## src/rtl/ir_tx_pkg.sv

```systemverilog
// Shared constants and types for the infrared transmit modulator.
// Assumes an 8-bit register bus with a 3-bit address.
package ir_tx_pkg;
    localparam int DATA_W = 8;
    localparam int ADDR_W = 3;
    localparam int DUR_W  = 7;
    localparam int NSLOT  = 2;

    localparam logic [ADDR_W-1:0] ADR_CTRL  = 3'd0;
    localparam logic [ADDR_W-1:0] ADR_CPER  = 3'd1;
    localparam logic [ADDR_W-1:0] ADR_CHIGH = 3'd2;
    localparam logic [ADDR_W-1:0] ADR_MASK  = 3'd3;
    localparam logic [ADDR_W-1:0] ADR_SLOT0 = 3'd4;
    localparam logic [ADDR_W-1:0] ADR_STAT  = 3'd6;

    localparam logic [DUR_W-1:0] RST_PERIOD = 7'd32;
    localparam logic [DUR_W-1:0] RST_HIGH   = 7'd16;

    // One run-length segment: flag set means mark.
    typedef struct packed {
        logic             mark;
        logic [DUR_W-1:0] dur;
    } seg_t;
endpackage

```

## src/rtl/ir_tx_regs.sv

```systemverilog
// Register file: control, carrier settings, emitter mask, two segment
// slots with full flags, and the sticky refill-interrupt flag.
// Assumes consume is a single-cycle pulse naming a full slot.
module ir_tx_regs
    import ir_tx_pkg::*;
(
    input  logic                  clk,
    input  logic                  rst_n,
    input  logic                  we,
    input  logic [ADDR_W-1:0]     addr,
    input  logic [DATA_W-1:0]     wdata,
    input  logic                  consume,
    input  logic                  consume_idx,
    input  logic                  busy,
    output logic [DATA_W-1:0]     rdata,
    output logic [DATA_W-1:0]     ctrl,
    output logic [DUR_W-1:0]      car_period,
    output logic                  car_pol,
    output logic [DUR_W-1:0]      car_high,
    output logic [1:0]            mask,
    output seg_t [NSLOT-1:0]      slot,
    output logic [NSLOT-1:0]      slot_full,
    output logic                  irq_flag
);
    // Control, carrier and mask registers.
    always_ff @(posedge clk) begin
        if (!rst_n) begin
            ctrl       <= '0;
            car_period <= RST_PERIOD;
            car_pol    <= 1'b0;
            car_high   <= RST_HIGH;
            mask       <= 2'b11;
        end else if (we) begin
            if (addr == ADR_CTRL)  ctrl <= wdata;
            if (addr == ADR_CPER)  {car_pol, car_period} <= wdata;
            if (addr == ADR_CHIGH) car_high <= wdata[DUR_W-1:0];
            if (addr == ADR_MASK)  mask <= wdata[1:0];
        end
    end

    // One storage byte and full flag per slot; a write beats a same-cycle consume.
    for (genvar g = 0; g < NSLOT; g++) begin : g_slot
        always_ff @(posedge clk) begin
            if (!rst_n) begin
                slot[g]      <= '0;
                slot_full[g] <= 1'b0;
            end else if (we && addr == ADR_SLOT0 + ADDR_W'(g)) begin
                slot[g]      <= wdata;
                slot_full[g] <= 1'b1;
            end else if (consume && consume_idx == 1'(g)) begin
                slot_full[g] <= 1'b0;
            end
        end
    end

    // Sticky interrupt flag: set on consume, cleared by writing a zero to bit0.
    always_ff @(posedge clk) begin
        if (!rst_n)                                       irq_flag <= 1'b0;
        else if (consume)                                 irq_flag <= 1'b1;
        else if (we && addr == ADR_STAT && !wdata[0])     irq_flag <= 1'b0;
    end

    // Read multiplexer.
    always_comb begin
        case (addr)
            ADR_CTRL:         rdata = ctrl;
            ADR_CPER:         rdata = {car_pol, car_period};
            ADR_CHIGH:        rdata = {1'b0, car_high};
            ADR_MASK:         rdata = {6'b0, mask};
            ADR_SLOT0:        rdata = slot[0];
            ADR_SLOT0 + 3'd1: rdata = slot[1];
            ADR_STAT:         rdata = {4'b0, slot_full, busy, irq_flag};
            default:          rdata = '0;
        endcase
    end
endmodule

```

## src/rtl/ir_tx_seq.sv

```systemverilog
// Segment sequencer: on each sample tick it counts down the current
// segment and, when that segment ends, takes the next slot in alternation,
// or stops if that slot is empty.
// Assumes sample_tick is a single-cycle pulse.
module ir_tx_seq
    import ir_tx_pkg::*;
(
    input  logic                  clk,
    input  logic                  rst_n,
    input  logic                  go,
    input  logic                  tick,
    input  seg_t [NSLOT-1:0]      slot,
    input  logic [NSLOT-1:0]      slot_full,
    output logic                  consume,
    output logic                  consume_idx,
    output logic                  busy,
    output logic                  mark
);
    logic             go_q;
    logic             start;
    logic             running;
    logic             level;
    logic             cur;
    logic [DUR_W-1:0] remain;
    logic             fetch;
    logic [DUR_W-1:0] load_dur;

    assign start    = go && !go_q;
    assign fetch    = go && !start && running && tick && (remain <= 7'd1);
    assign consume  = fetch && slot_full[cur];
    assign consume_idx = cur;
    assign load_dur = (slot[cur].dur == '0) ? 7'd1 : slot[cur].dur;
    assign busy     = running;
    assign mark     = running && level;

    // Previous value of the enable, used to detect a start.
    always_ff @(posedge clk) begin
        if (!rst_n) go_q <= 1'b0;
        else        go_q <= go;
    end

    // Segment state machine.
    always_ff @(posedge clk) begin
        if (!rst_n || !go) begin
            running <= 1'b0;
            level   <= 1'b0;
            cur     <= 1'b0;
            remain  <= '0;
        end else if (start) begin
            running <= 1'b1;
            level   <= 1'b0;
            cur     <= 1'b0;
            remain  <= '0;
        end else if (running && tick) begin
            if (remain > 7'd1) begin
                remain <= remain - 7'd1;
            end else if (slot_full[cur]) begin
                remain <= load_dur;
                level  <= slot[cur].mark;
                cur    <= ~cur;
            end else begin
                running <= 1'b0;
                level   <= 1'b0;
                remain  <= '0;
            end
        end
    end
endmodule

```

## src/rtl/ir_tx_carrier.sv

```systemverilog
// Carrier generator: divides the clock into time units and produces a
// waveform that is high for max(high,1) of every `period` units. The
// phase restarts whenever no mark is active.
// Assumes CLK_PER_UNIT >= 1.
module ir_tx_carrier
    import ir_tx_pkg::*;
#(
    parameter int CLK_PER_UNIT = 25
) (
    input  logic             clk,
    input  logic             rst_n,
    input  logic             mark,
    input  logic             enable,
    input  logic [DUR_W-1:0] period,
    input  logic [DUR_W-1:0] high,
    output logic             gate
);
    localparam int PRE_W = (CLK_PER_UNIT > 1) ? $clog2(CLK_PER_UNIT) : 1;

    logic             unit_tick;
    logic [DUR_W-1:0] cnt;
    logic [DUR_W-1:0] high_eff;
    logic             modulated;

    if (CLK_PER_UNIT == 1) begin : g_nodiv
        assign unit_tick = 1'b1;
    end else begin : g_div
        logic [PRE_W-1:0] pre;
        // Unit prescaler, held at zero outside marks.
        always_ff @(posedge clk) begin
            if (!rst_n || !mark)                     pre <= '0;
            else if (pre == PRE_W'(CLK_PER_UNIT-1))  pre <= '0;
            else                                     pre <= pre + 1'b1;
        end
        assign unit_tick = (pre == PRE_W'(CLK_PER_UNIT-1));
    end

    // Unit counter within one carrier period.
    always_ff @(posedge clk) begin
        if (!rst_n || !mark)  cnt <= '0;
        else if (unit_tick)   cnt <= (cnt >= period - 7'd1) ? '0 : cnt + 7'd1;
    end

    assign high_eff  = (high == '0) ? 7'd1 : high;
    assign modulated = enable && (period != '0);
    assign gate      = modulated ? (cnt < high_eff) : 1'b1;
endmodule

```

## src/rtl/ir_tx_modulator.sv

```systemverilog
// Top of the infrared transmit modulator: registers, sequencer, carrier
// and emitter output stage with polarity and per-pin masking.
// Assumes sample_tick is generated elsewhere from the sample period.
module ir_tx_modulator
    import ir_tx_pkg::*;
#(
    parameter int CLK_PER_UNIT = 25
) (
    input  logic              clk,
    input  logic              rst_n,
    input  logic              sample_tick,
    input  logic              reg_we,
    input  logic [2:0]        reg_addr,
    input  logic [7:0]        reg_wdata,
    output logic [7:0]        reg_rdata,
    output logic              emit1,
    output logic              emit2,
    output logic              tx_irq
);
    logic [DATA_W-1:0] ctrl;
    logic [DUR_W-1:0]  car_period;
    logic [DUR_W-1:0]  car_high;
    logic              car_pol;
    logic [1:0]        mask;
    seg_t [NSLOT-1:0]  slot;
    logic [NSLOT-1:0]  slot_full;
    logic              irq_flag;
    logic              consume;
    logic              consume_idx;
    logic              busy;
    logic              mark;
    logic              gate;
    logic              go;
    logic              level;

    assign go = ctrl[0] && ctrl[1];

    ir_tx_regs u_regs (
        .clk, .rst_n,
        .we(reg_we), .addr(reg_addr), .wdata(reg_wdata),
        .consume, .consume_idx, .busy,
        .rdata(reg_rdata), .ctrl, .car_period, .car_pol, .car_high,
        .mask, .slot, .slot_full, .irq_flag
    );

    ir_tx_seq u_seq (
        .clk, .rst_n, .go, .tick(sample_tick),
        .slot, .slot_full,
        .consume, .consume_idx, .busy, .mark
    );

    ir_tx_carrier #(.CLK_PER_UNIT(CLK_PER_UNIT)) u_car (
        .clk, .rst_n, .mark, .enable(ctrl[2]),
        .period(car_period), .high(car_high), .gate
    );

    // Output stage: gate the mark, apply polarity, then mask each pin.
    assign level  = (mark && gate) ^ car_pol;
    assign emit1  = mask[0] && level;
    assign emit2  = mask[1] && level;
    assign tx_irq = irq_flag && ctrl[1];
endmodule

```

## config.mk

```make
export PLATFORM = sky130hd
export DESIGN_NAME = ir_tx_modulator
export DESIGN_NICKNAME = d
export VERILOG_FILES = /design/src/rtl/ir_tx_pkg.sv /design/src/rtl/ir_tx_regs.sv /design/src/rtl/ir_tx_seq.sv /design/src/rtl/ir_tx_carrier.sv /design/src/rtl/ir_tx_modulator.sv
export SDC_FILE = /design/constraint.sdc
export NUM_CORES = 1
export LEC_CHECK = 0
export ABC_CLOCK_PERIOD_IN_PS = 2560
export BUFFER_PORTS_ARGS = -buffer_cell sky130_fd_sc_hd__clkbuf_2
export CAP_MARGIN = 20
export CORE_ASPECT_RATIO = 0.8
export CORE_MARGIN = 10
export CORE_UTILIZATION = 60
export DETAILED_ROUTE_END_ITERATION = 8
export GPL_TIMING_DRIVEN = 0
export PLACE_DENSITY = 0.85
export SLEW_MARGIN = 0
export SYNTH_ARGS = -nofsm -noshare
export SYNTH_HDL_FRONTEND = slang
export SYNTH_SLANG_ARGS = --single-unit
```

## constraint.sdc

```tcl
create_clock -name clk -period 2.56 [get_ports clk]
set_input_delay 0.128 -clock clk [delete_from_list [all_inputs] [get_ports clk]]
set_output_delay 0.128 -clock clk [all_outputs]
set_load 0.01 [all_outputs]
```

==> flow_metrics.tcl <==
set metrics [dict create \
    status "completed" \
    pre_cts_ws_ns -0.0202 \
    viasPerCell 6.14 \
    seq_area_frac_synth_pct 34.9 \
    worst-path-buf-inv 0 \
    rsz0062_at_grt "false" \
    relSlewSlack_pct 30.9 \
    grtUsageMet3_pct 7.34 \
    fin_crit_sh_pct 93.6 \
    nNetsFinal 534 \
    wirelength_mm 10.7 \
    drc_errors 0 \
    hold_viol 0 \
    critPathTopFamily "simple AND/OR/NAND/NOR gates" \
    met2_usage_pct 32.4 \
    drtIter0Drc 238 \
    num_rows 25 \
    antenna_found_initial 0 \
    cts_tree "yes" \
    critPathLaunchType "flip-flop" \
    die_w_microns 109 \
    cts_hold_buf 0 \
    synthArstFlopShare_pct 0 \
    crit_fanout 6 \
    grt_pass1_wl_mm 17.5 \
    peakVddDrop_mv 0.400 \
    p_per_area_mw_per_mm2 521 \
    die_h_microns 91.5 \
    clk_pin_slew_ns 0.08 \
    cts_made_buffers 9 \
    endpoint_kind "flip-flop" \
    finClkSkew_ns 0.00583 \
    ys_ff_latch 67 \
    ant_nets 0 \
    diodes 0 \
    gr-total-overflow 0 \
    required_ns 2.85 \
    io_pins 26 \
    clockBufferDepth 2 \
    min_period_ns 2.40 \
    initial_core_util_pct 63.3 \
    grt_max_degree 13 \
    cts_root_buf "clkbuf_8" \
    drt_first_pass_iters 5 \
    wl_per_cell_microns 18.3 \
    cp_data_arrival_time_ns 2.69 \
    final_area_sq_mm 0.00430 \
    setup_viol_count_final 0 \
    cp_cell_sequence "nor4_2, nand2_1, xnor2_1, ha_1, a41oi_1, o21ai_0, a21oi_2, o21bai_1, nor3_1" \
    setup_ws_ns 0.165 \
    slew_violations 0 \
    fmaxAchievable_mhz 417 \
    grtUsageTotal_pct 22.0 \
    cpMaxStageDelayCell "dfxtp_1" \
    cp_slowest_stage_delay_ns 0.41 \
    worst_pin_slew_ns 1.03 \
    drive_gt1_share_pct 13.5 \
    clock-sinks 67 \
    grt_pass1_vias 3441 \
    synth_warnings 0 \
    drv_cap 0 \
    finalWeightedCongestion 0.933 \
    netlist_instances 463 \
    synth.avg_cell_area_sq_um 8.29 \
    worst_skew_pair.late_latency_ns 0.37 \
    power_leakage_nw 1.57 \
    synth_area_sq_mm 0.00384 \
    hpwlAfterDp_mm 7.79 \
    synth_flop_cell "dfxtp_1" \
    grt_use_met1_pct 30.1 \
    ctsHtreeMaxLevel 3 \
    cts_setup_buffers 0 \
    num_vias 3589 \
    crit_type "flip-flop to flip-flop" \
    grt-busiest-layer "met2" \
    area_delta_synth_final_pct 11.9 \
    place_area_sq_mm 0.00407 \
    cts_resized 2 \
    fillers 469 \
    fp.coreArea_sq_mm 0.00607 \
    dieArea_sq_mm 0.0100 \
    synth_edf_count 0 \
    syn_nets 498 \
    hold_class "input port to flip-flop" \
    netlist-cell-type-count 54 \
    portBuffers 25 \
]
## worst paths after layout
path                                                         from                       endpoint  slack [ns]  cells past startpoint
worst max-delay path            u_regs.car_period[2]$_SDFFE_PN0P_      u_car.cnt[3]$_SDFFE_PP0P_        0.16                      9
worst min-delay path                                 reg_wdata[7]   u_regs.slot[15]$_SDFFE_PN0P_        0.06                      3
worst max register to register  u_regs.car_period[2]$_SDFFE_PN0P_      u_car.cnt[3]$_SDFFE_PP0P_        0.16                      9
worst min register to register      u_car.g_div.pre[0]$_SDFF_PP0_  u_car.g_div.pre[0]$_SDFF_PP0_        0.46                      1
## cells by family after synthesis
kind of cell	Yosys count	synth area share, %
adder cells (fa/ha/maj)	20	6.52
multiplexers	24	8.64
AO/OA/AOI/OAI	99	18.2
XOR/XNOR	13	2.97
AND/OR/NAND/NOR	203	24.7
flip-flops	67	34.9
buffers and inverters	37	4.11
## sequential cells by signal, summed over array words and instances, names as in the netlist
signal             flops
u_regs.car_high        7
u_seq.level            1
u_car.cnt              7
u_regs.car_period      7
u_seq.remain           7
u_regs.mask            2
u_regs.car_pol         1
u_seq.busy             1
u_regs.irq_flag        1
u_regs.slot_full       2
u_car.g_div.pre        5
u_seq.consume_idx      1
u_seq.go_q             1
u_regs.slot           16
u_regs.ctrl            8
## cell usage in the layout (no fill, tap or decap), types with 7 or more instances in the layout
cell type and count:
nand3_1 14, nor2b_1 12, nor2_1 33, mux2i_1 14, a21oi_1 17, o21ai_0 14
clkbuf_8 9, nor3_1 7, ha_1 20, inv_1 20, dfxtp_1 67, a21boi_0 38
clkbuf_1 10, nand2_1 103, xnor2_1 7, clkbuf_2 25
## cell type report
class	count	area (sq um)	area share, %
Clock inverter	7	92.6	2.15
Multi-Input combinational cell	359	2350	54.8
Timing Repair Buffer	25	125	2.91
Inverter	20	75.1	1.75
Clock buffer	9	124	2.88
Tap cell	81	101	2.36
Sequential cell	67	1340	31.2
Buffer	17	82.6	1.92
## through the flow
stage	utilization, %	hold slack [ns]	power, W	instances	setup TNS (ns)
after global routing	70.8	0.0706	0.00231	585	0
after detailed placement	67.0	0.430	0.00127	569	-0.0202
after floorplan	-	0.252	0.00120	463	0
after CTS	70.7	0.0430	0.00224	585	0
after global placement	67.0	0.418	0.00126	569	0
final	70.8	0.0557	0.00224	585	0
## cells in the mapped netlist, drive strengths merged (10+ instances only)
| cell | count | area [sq um] |
|---|---|---|
| nor3 | 12 | 80.1 |
| nor2 | 33 | 124 |
| inv | 20 | 75.1 |
| clkbuf | 10 | 37.5 |
| a21boi | 38 | 285 |
| ha | 20 | 250 |
| a21oi | 18 | 90.1 |
| mux2i | 15 | 163 |
| nand3 | 14 | 70.1 |
| dfxtp | 67 | 1340 |
| o21ai | 14 | 70.1 |
| nand2 | 103 | 387 |
| nor2b | 12 | 75.1 |
## layer usage
layer  wire, microns  share of wire [%]  vias to the layer above
li1                -                  -                     1701
met1            4850                 45                     1679
met2            4660                 43                      191
met3            1080                 10                       18
met4             138                1.3                        0
met5               0                  0                        -
## report_power, final
group	internal [W]	switching, W
registers	0.00106	0.0000197
clock network	0.000544	0.000442
logic	0.0000685	0.000110
total	0.00167	0.000571
## tightest hold or removal path, cell delays in order
cell	delay, ns
clkbuf_2	0.12
nand2_1	0.06
a21boi_0	0.06
(Power assumes the default switching activity.)
